<file path="src/rtl/tw_pkg.sv">
package tw_pkg;
    typedef enum logic [2:0] {
        ST_IDLE,
        ST_CMD,
        ST_WR,
        ST_RD,
        ST_IGN,
        ST_DONE
    } tw_state_e;
endpackage

</file>
<file path="src/rtl/tw_sync.sv">
module tw_sync #(
    parameter int WIDTH  = 3,
    parameter int STAGES = 2
) (
    input  logic             clk,
    input  logic             rst_n,
    input  logic [WIDTH-1:0] d,
    output logic [WIDTH-1:0] q
);
    logic [STAGES-1:0][WIDTH-1:0] chain_d, chain_q;

    always_comb begin
        chain_d[0] = d;
        for (int i = 1; i < STAGES; i++) chain_d[i] = chain_q[i-1];
    end

    always_ff @(posedge clk or negedge rst_n) begin
        if (!rst_n) chain_q <= '0;
        else        chain_q <= chain_d;
    end

    assign q = chain_q[STAGES-1];
endmodule

</file>
<file path="src/rtl/tw_regfile.sv">
module tw_regfile #(
    parameter int DATA_W = 8,
    parameter int ADDR_W = 3
) (
    input  logic                                   clk,
    input  logic                                   rst_n,
    input  logic                                   we,
    input  logic [ADDR_W-1:0]                      waddr,
    input  logic [DATA_W-1:0]                      wdata,
    output logic [(1<<ADDR_W)-1:0][DATA_W-1:0]     contents
);
    localparam int NREG = 1 << ADDR_W;
    localparam logic [ADDR_W-1:0] LOCK_ADDR = '1;

    logic [NREG-2:0][DATA_W-1:0] mem_d, mem_q;
    logic                        lock_d, lock_q;

    always_comb begin
        mem_d  = mem_q;
        lock_d = lock_q;
        if (we) begin
            if (waddr == LOCK_ADDR) lock_d = wdata[DATA_W-1];
            else if (!lock_q)       mem_d[waddr] = wdata;
        end
    end

    always_ff @(posedge clk or negedge rst_n) begin
        if (!rst_n) begin
            mem_q  <= '0;
            lock_q <= 1'b0;
        end else begin
            mem_q  <= mem_d;
            lock_q <= lock_d;
        end
    end

    for (genvar g = 0; g < NREG - 1; g++) begin : g_data
        assign contents[g] = mem_q[g];
    end
    assign contents[NREG-1] = {lock_q, {(DATA_W-1){1'b0}}};
endmodule

</file>
<file path="src/rtl/tw_serial_regs.sv">
module tw_serial_regs
    import tw_pkg::*;
#(
    parameter int DATA_W      = 8,
    parameter int ADDR_W      = 3,
    parameter int SYNC_STAGES = 2
) (
    input  logic clk,
    input  logic rst_n,
    input  logic ce,
    input  logic sclk,
    input  logic sdio_in,
    output logic sdio_out,
    output logic sdio_oe
);
    localparam int NREG  = 1 << ADDR_W;
    localparam int CNT_W = $clog2(DATA_W) + 1;
    localparam logic [CNT_W-1:0]  LAST_BIT  = CNT_W'(DATA_W - 1);
    localparam logic [CNT_W-1:0]  FULL_BYTE = CNT_W'(DATA_W);
    localparam logic [ADDR_W-1:0] LAST_ADDR = '1;
    localparam logic [5:0]        BURST_CODE = 6'b011111;

    typedef struct packed {
        tw_state_e          st;
        logic [DATA_W-1:0]  sr;
        logic [CNT_W-1:0]   bcnt;
        logic [ADDR_W-1:0]  addr;
        logic               burst;
        logic               oe;
        logic               dout;
        logic               sclk_prev;
    } ctl_t;

    ctl_t q, d;

    logic [2:0] syn;
    logic       ce_s, sclk_s, din_s, rise, fall;

    tw_sync #(.WIDTH(3), .STAGES(SYNC_STAGES)) u_sync (
        .clk   (clk),
        .rst_n (rst_n),
        .d     ({ce, sclk, sdio_in}),
        .q     (syn)
    );
    assign ce_s   = syn[2];
    assign sclk_s = syn[1];
    assign din_s  = syn[0];
    assign rise   = sclk_s & ~q.sclk_prev;
    assign fall   = ~sclk_s & q.sclk_prev;

    logic                                rf_we;
    logic [ADDR_W-1:0]                   rf_waddr;
    logic [DATA_W-1:0]                   rf_wdata;
    logic [NREG-1:0][DATA_W-1:0]         rf_contents;
    tw_state_e                           st_cur;

    tw_regfile #(.DATA_W(DATA_W), .ADDR_W(ADDR_W)) u_rf (
        .clk      (clk),
        .rst_n    (rst_n),
        .we       (rf_we),
        .waddr    (rf_waddr),
        .wdata    (rf_wdata),
        .contents (rf_contents)
    );

    logic [DATA_W-1:0] nsr, cur_byte, nxt_byte;
    logic [ADDR_W-1:0] nxt_addr;

    always_comb begin
        d           = q;
        d.sclk_prev = sclk_s;
        rf_we       = 1'b0;
        rf_waddr    = q.addr;
        rf_wdata    = '0;
        nsr         = {din_s, q.sr[DATA_W-1:1]};
        nxt_addr    = q.addr + ADDR_W'(1);
        cur_byte    = rf_contents[q.addr];
        nxt_byte    = rf_contents[nxt_addr];

        if (!ce_s) begin
            d.st   = ST_IDLE;
            d.oe   = 1'b0;
            d.bcnt = '0;
        end else begin
            unique case (q.st)
                ST_IDLE: begin
                    d.st   = ST_CMD;
                    d.bcnt = '0;
                end
                ST_CMD: if (rise) begin
                    d.sr = nsr;
                    if (q.bcnt == LAST_BIT) begin
                        d.bcnt  = '0;
                        d.burst = 1'b0;
                        if (!nsr[DATA_W-1]) begin
                            d.st = ST_IGN;
                        end else if (nsr[6:1] == BURST_CODE) begin
                            d.burst = 1'b1;
                            d.addr  = '0;
                            d.st    = nsr[0] ? ST_RD : ST_WR;
                        end else if (nsr[6:ADDR_W+1] == '0) begin
                            d.addr = nsr[ADDR_W:1];
                            d.st   = nsr[0] ? ST_RD : ST_WR;
                        end else begin
                            d.st = ST_IGN;
                        end
                    end else begin
                        d.bcnt = q.bcnt + CNT_W'(1);
                    end
                end
                ST_WR: if (rise) begin
                    d.sr = nsr;
                    if (q.bcnt == LAST_BIT) begin
                        rf_we    = 1'b1;
                        rf_wdata = nsr;
                        d.bcnt   = '0;
                        if (q.burst && q.addr != LAST_ADDR) d.addr = nxt_addr;
                        else                                d.st   = ST_DONE;
                    end else begin
                        d.bcnt = q.bcnt + CNT_W'(1);
                    end
                end
                ST_RD: if (fall) begin
                    if (!q.oe) begin
                        d.oe   = 1'b1;
                        d.dout = cur_byte[0];
                        d.sr   = {1'b0, cur_byte[DATA_W-1:1]};
                        d.bcnt = CNT_W'(1);
                    end else if (q.bcnt != FULL_BYTE) begin
                        d.dout = q.sr[0];
                        d.sr   = {1'b0, q.sr[DATA_W-1:1]};
                        d.bcnt = q.bcnt + CNT_W'(1);
                    end else if (q.burst && q.addr != LAST_ADDR) begin
                        d.addr = nxt_addr;
                        d.dout = nxt_byte[0];
                        d.sr   = {1'b0, nxt_byte[DATA_W-1:1]};
                        d.bcnt = CNT_W'(1);
                    end else begin
                        d.oe = 1'b0;
                        d.st = ST_DONE;
                    end
                end
                default: ;
            endcase
        end
    end

    always_ff @(posedge clk or negedge rst_n) begin
        if (!rst_n) q <= '{st: ST_IDLE, default: '0};
        else        q <= d;
    end

    assign sdio_out = q.dout;
    assign sdio_oe  = q.oe;
    assign st_cur   = q.st;
endmodule

</file>
<file path="config.mk">
export PLATFORM = sky130hd
export DESIGN_NAME = tw_serial_regs
export DESIGN_NICKNAME = d
export VERILOG_FILES = /design/src/rtl/tw_pkg.sv /design/src/rtl/tw_sync.sv /design/src/rtl/tw_regfile.sv /design/src/rtl/tw_serial_regs.sv
export SDC_FILE = /design/constraint.sdc
export NUM_CORES = 1
export LEC_CHECK = 0
export BUFFER_PORTS_ARGS = -buffer_cell sky130_fd_sc_hd__buf_2
export CAP_MARGIN = 20
export CORE_UTILIZATION = 60
export CTS_CLUSTER_SIZE = 25
export DETAILED_ROUTE_END_ITERATION = 8
export HOLD_SLACK_MARGIN = 0.1
export PLACE_DENSITY = 0.78
export RECOVER_POWER = 25
export SYNTH_ARGS = -nofsm -noshare
export SYNTH_HDL_FRONTEND = slang
export SYNTH_HIERARCHICAL = 1
export SYNTH_SLANG_ARGS = --single-unit
</file>
<file path="constraint.sdc">
create_clock -name clk -period 3 [get_ports clk]
set_input_delay 0.3 -clock clk [delete_from_list [all_inputs] [get_ports clk]]
set_output_delay 0.3 -clock clk [all_outputs]
set_load 0.005 [all_outputs]
</file>
==> flow_metrics.py, run 1 <==
metrics = {
    "sta": {
        "min_period_ns": 2.84,
        "fin_crit_sh_pct": 94.7,
        "rsz0062_at_grt": "false",
        "hold_viol": 0,
        "tns_ns": 0,
        "setup-violations-final": 0,
        "worst_pin_slew_ns": 1.26,
        "clock_skew_ns": 0.0186,
        "finalWorstSetupSlack_ns": 0.160,
        "clock.fmax_ghz": 0.352,
        "max_slew_margin_pct": 15.8,
        "slew_violations": 0,
    },
    "power_and_ir_drop": {
        "power_density_nw_per_um2": 494,
        "p_int_uw": 1920,
        "p_switching_uw": 709,
        "peakVddDrop_v": 0.000314,
        "clkPwrFrac_pct": 38.0,
        "p_leak_uw": 0.00242,
        "seqPwrFrac_pct": 49.6,
        "sw_frac_of_total_pct": 27.0,
        "power_frac_comb_pct": 12.4,
    },
    "cts": {
        "cts_inserted_buffers": 9,
        "cts-root-buf": "clkbuf_8",
        "clk_latency_ns": 0.37,
        "clockBufferDepth": 2,
        "clkTransAtPathRegs_ns": 0.09,
        "tritoncts": "built",
        "clock_sinks": 85,
        "htreeDepth": 3,
    },
    "critical_path": {
        "crit_buf_inv": 0,
        "crit_cells": 6,
        "crit_fanout": 8,
        "critPathTopFamily": "simple AND/OR/NAND/NOR gates",
        "crit_end": "u_rf/contents[29]",
        "cp-startpoint": "st_cur[2]",
        "critPathSlowestCell": "and3_1",
        "max_stage_delay_ns": 0.52,
        "path_class": "reg2reg",
        "worstPathRequired_ns": 3.24,
        "setup.worst_path.end_class": "flop",
        "crit_arrival_ns": 3.08,
        "crit_path_cell_trace": "and2b_1 -> nand2b_2 -> nor3_2 -> nor3b_4 -> and3_1 -> mux2_2",
        "rr_worst_depth": 6,
        "r2r_start": "st_cur[2]",
        "timing.rr.end": "u_rf/contents[29]",
        "regToRegSetupSlack_ns": 0.16,
        "cp-start-kind": "flop",
    },
    "logic_synthesis": {
        "ys.flop_type": "dfrtp_1",
        "synthCells": 377,
        "synth.cell_area_um2": 4960,
        "yosys_warnings": 6,
        "synth_edf_count": 0,
        "synth.yosys.seq_area_share_pct": 42.9,
        "ys_ff_latch": 85,
        "synthArstFlopShare_pct": 100,
        "syn_area_per_cell_um2": 13.2,
        "synth.distinct_cells": 65,
    },
    "final_layout": {
        "nFillCells": 562,
        "area.growth.synth_to_final_pct": 7.31,
        "drive_above_1_share_pct": 36.5,
        "finalNonFillerCells": 497,
        "antenna_cells": 0,
        "ff_latch_area_um2": 2130,
        "fin_nets": 400,
        "multiInputGateArea_um2": 2640,
    },
    "placement": {
        "portBuffers": 6,
        "pre_cts_slack_ns": 0.275,
        "place_congestion": 0.862,
        "dp_cells": 478,
        "dp_hpwl_um": 7310,
    },
    "min_path": {
        "hold_class": "reg2reg",
    },
    "global_routing": {
        "grt_start_max_net_pins": 51,
        "overflow": 0,
        "antenna_found_initial": 0,
        "grt_pass1_wl_um": 18100,
        "grt_pass1_vias": 3395,
        "track_usage_pct": 28.4,
    },
    "drt": {
        "drtAntennaViolNets": 0,
        "drc": 0,
        "vias_per_cell": 6.63,
        "drt-total-wl_um": 11100,
        "dr_wl_met3_um": 565,
        "top_layer": "met4",
        "drt-initial-drc-count": 234,
        "dr_wl_met2_um": 5520,
        "avgRoutedWirePerCell_um": 22.3,
        "dr_total_vias": 3296,
        "met1Wirelength_um": 4680,
        "drt_pre_antenna_iters": 5,
    },
    "run_status": {
        "status": "finished, final reports clean",
    },
    "die": {
        "core.rowCount": 32,
        "die_w_um": 92.9,
        "initial_core_util_pct": 63.2,
        "ioPinCount": 7,
        "die-height_um": 92.9,
        "core_um2": 7850,
        "dieArea_um2": 8640,
    },
    "job": {
        "maxCapViolations": 0,
    },
}
-- worst min-delay path by stage --
stage                            from           to  slack (ns)  depth (start not counted)
finish              u_sync/chain_d[5]  u_sync/q[2]        0.36                          0
CTS                 u_sync/chain_d[5]  u_sync/q[2]        0.36                          0
detailed placement  u_sync/chain_d[5]  u_sync/q[2]        0.34                          0
global placement    u_sync/chain_d[5]  u_sync/q[2]        0.33                          0
global route        u_sync/chain_d[5]  u_sync/q[2]        0.36                          0
floorplan                       rst_n       nsr[0]       0.004                          0
-- cells in the final DEF, fill, tap and decap left out, types with 5 or more instances in the layout --
cell      Yosys  layout
dfrtp_1      85      84
mux2_2       54      54
mux4_2       31      31
nand2_1      29      29
nor2_1       14      14
buf_4        12      12
and2_1       11      11
clkbuf_8      0      10
o21ai_0       8       8
and3_1        7       7
a22oi_1       7       7
a31oi_1       7       7
mux2_1        7       7
conb_1        1       7
inv_1         6       6
nor3_2        5       5
nand2b_1      5       5
a21oi_1       5       5
-- cells in the mapped netlist (5+ instances only) --
library cell	instances	area, µm²
buf_4	12	90.1
nor3_2	5	50.1
nor2_1	14	52.6
and2_1	11	68.8
dfrtp_1	85	2130
a31oi_1	7	43.8
nand2b_1	5	31.3
o21ai_0	8	40.0
a21oi_1	5	25.0
mux4_2	31	698
nand2_1	29	109
mux2_2	54	608
a22oi_1	7	52.6
and3_1	7	43.8
inv_1	6	22.5
mux2_1	7	78.8
-- layer usage --
metal  track usage [%]  vias to the layer above
met1              38.1                     1706
met4              11.3                        0
met5                 0                        -
met2              46.3                      114
met3              4.60                       23
li1                  -                     1453
-- flip-flops by register name (all words and copies together), names as in the netlist --
name and cells:
u_sync/chain_d 3, rf_waddr 3, u_sync/q 3, u_rf/lock_q 1
q 7, sdio_out 1, st_cur 3, nsr 7
u_rf/contents 56, sdio_oe 1
-- through the flow --
stage	power [µW]	utilization (%)	hold slack [ns]	cell area [µm²]
after global routing	2740	67.9	0.358	5330
after floorplan	1550	-	0.00441	4980
final	2630	67.9	0.355	5330
after detailed placement	1640	64.3	0.336	5040
after CTS	2640	67.9	0.356	5330
after global placement	1630	64.3	0.332	5040
-- area by class of cell --
type | count | share of cell area, %
Inverter | 6 | 0.423
Sequential cell | 85 | 40.0
Clock buffer | 10 | 2.58
Timing Repair Buffer | 22 | 2.98
Multi-Input combinational cell | 267 | 49.6
Clock inverter | 5 | 2.00
Tap cell | 102 | 2.40
-- kinds of logic (layout without fill, tap and decap cells) --
group	after synthesis	after routing	synth area share, %
XOR/XNOR	1	1	0.177
adder cells (fa/ha/maj)	4	4	1.01
AO/OA/AOI/OAI	54	54	7.87
AND/OR/NAND/NOR	105	105	14.6
multiplexers	96	96	29.0
buffers and inverters	31	43	4.31
other	1	7	0.0756
flip-flops	85	85	42.9
-- power groups by stage --
| stage | Combinational [µW] | Sequential, µW | Clock, µW |
|---|---|---|---|
| floorplan | 279 | 1280 | 0 |
| global placement | 311 | 1320 | 0 |
| detailed placement | 319 | 1320 | 0 |
| CTS | 326 | 1300 | 1010 |
| global route | 363 | 1310 | 1060 |
| finish | 327 | 1300 | 1000 |
-- what timing repair did --
item | CTS | global route
gates resized for setup | 0 | 0
hold buffers | 4 | 0
hold endpoints to repair | 51 | 0
buffers inserted | 0 | 0
(Power assumes the default switching activity.)
==> run 2, diff against run 1 <==
- CORE_UTILIZATION: 60 -> 40
- PLACE_DENSITY: 0.78 -> 0.57
==> run 2 against run 1 <==
Against the previous run:
- cell area rose by 3.9%
- register-to-register slack improved by 0.07 ns
- utilization down 22 points
- clock skew shrank 0.012 ns
- clock-buffer cell count up 1
- sequential cell count stayed put
- wire length increased by 2.8%
- worst setup slack gained 0.072 ns
- via count decreased by 3.0%
- worst hold slack got worse by 0.0086 ns
- largest power group unchanged
==> flow_metrics.py, run 2 (synthesis gave the netlist of run 1 again) <==
metrics = {
    "power_and_ir_drop": {
        "p_leak_uw": 0.00249,
        "clkPwrFrac_pct": 43.1,
        "power_density_nw_per_um2": 522,
        "p_switching_uw": 754,
        "sw_frac_of_total_pct": 26.1,
        "seqPwrFrac_pct": 44.8,
        "p_int_uw": 2130,
        "power_frac_comb_pct": 12.1,
        "peakVddDrop_v": 0.000372,
    },
    "critical_path": {
        "worstPathRequired_ns": 3.23,
        "rr_worst_depth": 7,
        "r2r_start": "st_cur[2]",
        "regToRegSetupSlack_ns": 0.23,
        "timing.rr.end": "u_rf/contents[29]",
        "path_class": "reg2reg",
        "crit_arrival_ns": 3.00,
        "cp-start-kind": "flop",
        "setup.worst_path.end_class": "flop",
        "crit_fanout": 10,
    },
    "min_path": {
        "hold_class": "reg2reg",
        "min_to": "u_sync/q[1]",
        "hp-start": "u_sync/chain_d[4]",
        "min_path_cells": 0,
    },
    "final_layout": {
        "mostFrequentLayoutCells": "dfrtp_1, mux2_2, mux4_2",
        "fin_nets": 404,
        "nFillCells": 1087,
        "antenna_cells": 0,
        "largest_reg_flops": 56,
        "final_common_cell": "dfrtp_1",
        "drive_above_1_share_pct": 37.5,
        "area.growth.synth_to_final_pct": 11.4,
    },
    "sta": {
        "slew_violations": 0,
        "max_slew_margin_pct": 5.33,
        "hold_viol": 0,
        "min_period_ns": 2.77,
        "clock.fmax_ghz": 0.361,
        "tns_ns": 0,
        "worst_pin_slew_ns": 1.42,
        "setup-violations-final": 0,
        "clock_skew_ns": 0.00642,
        "rsz0062_at_grt": "false",
        "timing.hold.ws_ns": 0.347,
        "fin_crit_sh_pct": 92.3,
    },
    "drt": {
        "drt-initial-drc-count": 205,
        "drc": 0,
        "avgRoutedWirePerCell_um": 20.0,
        "drt-total-wl_um": 11400,
        "vias_per_cell": 5.63,
        "drtAntennaViolNets": 0,
        "dr_total_vias": 3196,
        "drt_pre_antenna_iters": 4,
    },
    "cts": {
        "htreeDepth": 3,
        "post_cts_resized": 0,
        "tritoncts": "built",
        "clk_latency_ns": 0.35,
        "cts-root-buf": "clkbuf_16",
        "clockBufferDepth": 2,
        "clock_sinks": 85,
        "cts_inserted_buffers": 9,
        "clkTransAtPathRegs_ns": 0.06,
        "cts_setup_buffers": 0,
    },
    "die": {
        "core_um2": 12100,
        "ioPinCount": 7,
        "dieArea_um2": 12900,
        "initial_core_util_pct": 41.1,
        "die_w_um": 113,
        "die-height_um": 113,
        "core.rowCount": 40,
    },
    "global_routing": {
        "grt_pass1_vias": 3357,
        "track_usage_pct": 19.3,
        "grt_start_max_net_pins": 55,
        "grt_pass1_wl_um": 18600,
        "antenna_found_initial": 0,
        "overflow": 0,
    },
    "run_status": {
        "status": "finished, final reports clean",
    },
    "placement": {
        "place_congestion": 0.817,
        "portBuffers": 6,
        "dp_hpwl_um": 7660,
    },
    "job": {
        "maxCapViolations": 0,
    },
}
-- run 2: cell count changes in the layout (fill, tap and decap cells not counted) --
cell,change
buf_4,+4
clkinv_4,+2
clkinv_2,+1
clkbuf_8,-8
clkbuf_1,-1
inv_6,-1
buf_2,+1
clkbuf_16,+9
bufinv_16,-1
clkinvlp_4,-1
-- run 2: worst max path at each step --
stage,slack (ns),from,depth (start not counted),end
2_1_floorplan,0.66,st_cur[1],8,u_rf/contents[24]
3_3_place_gp,0.23,st_cur[2],7,u_rf/contents[30]
3_5_place_dp,0.30,st_cur[2],7,u_rf/contents[25]
4_1_cts,0.25,st_cur[2],7,u_rf/contents[25]
5_1_grt,0.13,st_cur[2],7,u_rf/contents[29]
6_report,0.23,st_cur[2],7,u_rf/contents[29]
-- run 2: timing repair --
action                                 in CTS  in global routing
endpoints found under the hold margin      55                  0
setup endpoints to repair                   0                  0
hold buffers                                4                  0
-- run 2: power by group through the flow --
stage               combinational, µW  clock, µW  sequential, µW
CTS                               352       1270            1290
floorplan                         279          0            1280
global route                      393       1320            1300
global placement                  342          0            1310
detailed placement                347          0            1320
finish                            349       1250            1290
-- run 2: metal layers --
metal	track usage, %	wire [µm]	vias up	share of wire [%]
met2	31.2	5510	62	48
met3	3.45	509	12	4.5
met4	7.89	165	0	1.5
li1	-	-	1457	-
met5	0	0	-	0
met1	25.8	5180	1665	46
-- run 2: per-stage QoR --
step	setup WS [ns]	instances	total power, µW	utilization (%)	instance area (µm²)
6_report	0.232	568	2890	45.9	5530
5_1_grt	0.132	568	3020	45.9	5530
4_1_cts	0.255	568	2920	45.9	5530
3_5_place_dp	0.297	548	1660	42.8	5160
3_3_place_gp	0.228	548	1660	42.8	5160
2_1_floorplan	0.660	383	1550	-	4980
-- run 2: final cells by class --
class | instances | area [µm²] | share of cell area (%)
repair buffers | 26 | 190 | 3.44
inverters | 6 | 22.5 | 0.407
clock buffers | 11 | 253 | 4.57
well taps | 168 | 210 | 3.80
multi-input cells | 267 | 2640 | 47.8
flip-flops and latches | 85 | 2130 | 38.5
clock inverters | 5 | 82.6 | 1.49
-- run 2: worst max-delay path, cell delays in order, from the launching register on --
cell,delay [ns]
dfrtp_1,0.49
and2b_1,0.40
nand2b_2,0.14
nor3_2,0.14
buf_4,0.21
nor3b_4,0.30
and3_1,0.58
mux2_2,0.41
==> run 3, diff against run 2 <==
- clock period: 3 -> 3.31 ns (I/O delays scaled with it)
==> run 3 against run 2 <==
Against the previous run:
- the flow now finishes with violations (capacitance limit, slew limit)
- clock power decreased by 12%
- utilization decreased by 0.51 points
- sequential cell count did not move
- first-iteration DRC count is 5.9% higher
- clock-buffer cell count down 2
- largest power group unchanged
- highest routed layer unchanged
==> flow_metrics.py, run 3 (synthesis gave the netlist of run 1 again) <==
metrics = {
    "die": {
        "die_w_um": 113,
        "core.rowCount": 40,
        "die-height_um": 113,
        "initial_core_util_pct": 41.1,
        "ioPinCount": 7,
        "dieArea_um2": 12900,
        "core_um2": 12100,
    },
    "power_and_ir_drop": {
        "p_leak_uw": 0.00245,
        "seqPwrFrac_pct": 46.2,
        "sw_frac_of_total_pct": 26.8,
        "clkPwrFrac_pct": 42.7,
        "total_power_uw": 2570,
        "p_switching_uw": 689,
        "power_density_nw_per_um2": 471,
        "p_int_uw": 1880,
        "power_frac_comb_pct": 11.1,
        "peakVddDrop_v": 0.000287,
    },
    "cts": {
        "clkTransAtPathRegs_ns": 0.06,
        "clockBufferDepth": 2,
        "clk_latency_ns": 0.35,
        "cts_inserted_buffers": 9,
        "clock_sinks": 85,
        "htreeDepth": 3,
        "post_cts_resized": 0,
        "cts-root-buf": "clkbuf_16",
        "tritoncts": "built",
        "cts_setup_buffers": 0,
        "cts_hold_buffers": 3,
    },
    "global_routing": {
        "met1_usage_pct": 25.3,
        "grt_pass1_wl_um": 18600,
        "overflow": 0,
        "busiest_layer": "met2",
        "antenna_found_initial": 0,
        "grt_start_max_net_pins": 69,
        "grt_pass1_vias": 3370,
        "grt_use_met2_pct": 32.0,
        "track_usage_pct": 19.5,
        "met3_usage_pct": 4.41,
    },
    "drt": {
        "drt_pre_antenna_iters": 4,
        "vias_per_cell": 5.73,
        "dr_total_vias": 3218,
        "drtAntennaViolNets": 0,
        "drc": 0,
        "drt-total-wl_um": 11200,
        "drt-initial-drc-count": 217,
        "avgRoutedWirePerCell_um": 20.0,
    },
    "run_status": {
        "violations": "capacitance limit, slew limit",
        "status": "complete, but fails checks",
    },
    "critical_path": {
        "crit_end": "u_rf/contents[24]",
        "path_class": "reg2reg",
        "worstPathRequired_ns": 3.54,
        "crit_fanout": 10,
        "cp-start-kind": "flop",
        "r2r_start": "st_cur[2]",
        "cp-startpoint": "st_cur[2]",
        "setup.worst_path.end_class": "flop",
        "rr_worst_depth": 7,
        "timing.rr.end": "u_rf/contents[24]",
        "crit_arrival_ns": 2.83,
        "regToRegSetupSlack_ns": 0.71,
    },
    "final_layout": {
        "drive_above_1_share_pct": 36.8,
        "antenna_cells": 0,
        "stdcell_area_um2": 5470,
        "ff_latch_area_um2": 2130,
        "nFillCells": 1090,
        "mostFrequentLayoutCells": "dfrtp_1, mux2_2, mux4_2",
        "area.growth.synth_to_final_pct": 10.2,
        "largest_reg_flops": 56,
        "final_common_cell": "dfrtp_1",
        "multiInputGateArea_um2": 2640,
        "fin_nets": 398,
    },
    "sta": {
        "tns_ns": 0,
        "min_period_ns": 2.60,
        "clock_skew_ns": 0.00946,
        "hold_viol": 0,
        "setup-violations-final": 0,
        "timing.hold.ws_ns": 0.349,
        "rsz0062_at_grt": "false",
        "worst_pin_slew_ns": 1.71,
        "clock.fmax_ghz": 0.385,
        "fin_crit_sh_pct": 78.4,
        "slew_violations": 69,
        "max_slew_margin_pct": -14.0,
    },
    "placement": {
        "portBuffers": 6,
        "post_dp_cell_area_um2": 5120,
        "dp_hpwl_um": 7500,
        "place_congestion": 0.855,
    },
    "min_path": {
        "hold_class": "reg2reg",
    },
    "job": {
        "maxCapViolations": 1,
    },
}
==> run 3: per-stage QoR <==
step	std cells	utilization [%]	setup WS (ns)
after floorplan	383	-	0.970
after global placement	543	42.4	0.776
after detailed placement	543	42.4	0.745
after CTS	562	45.4	0.726
after global routing	562	45.3	0.541
final	562	45.3	0.714
==> run 3: layout make-up <==
type                    instances  share of cell area, %
multi-input cells             267                   48.3
flip-flops and latches         85                   38.9
clock buffers                   9                   4.12
well taps                     168                   3.84
repair buffers                 20                   2.61
clock inverters                 7                   1.76
inverters                       6                  0.412
==> run 3: power by group through the flow <==
stage / clock [µW] / combinational, µW / sequential, µW
finish: 1100 / 285 / 1190
CTS: 1130 / 286 / 1190
global route: 1170 / 325 / 1200
floorplan: 0 / 253 / 1160
global placement: 0 / 281 / 1210
detailed placement: 0 / 283 / 1210
==> run 3: worst min path at each step <==
| stage | startpoint | to | slack, ns | cells past startpoint |
|---|---|---|---|---|
| after CTS | rst_n | q[9] | 0.13 | 1 |
| after floorplan | rst_n | nsr[0] | 0.04 | 0 |
| after global routing | u_sync/chain_d[3] | u_sync/q[0] | 0.37 | 0 |
| final | u_sync/chain_d[5] | u_sync/q[2] | 0.35 | 0 |
| after detailed placement | u_sync/chain_d[5] | u_sync/q[2] | 0.34 | 0 |
| after global placement | u_sync/chain_d[5] | u_sync/q[2] | 0.33 | 0 |
==> run 3: metal layers <==
metal | wire length [µm] | share of wire [%]
met1 | 4960 | 44
met2 | 5530 | 49
met3 | 496 | 4.4
met4 | 238 | 2.1
met5 | 0 | 0
==> run 3: worst max-delay path, stage by stage, from the launching register on <==
cell and delay [ns]:
dfrtp_1 0.47, and2b_1 0.36, nand2b_2 0.13, nor3_2 0.13, buf_4 0.19, nor3b_4 0.29, and3_1 0.50, mux2_2 0.40
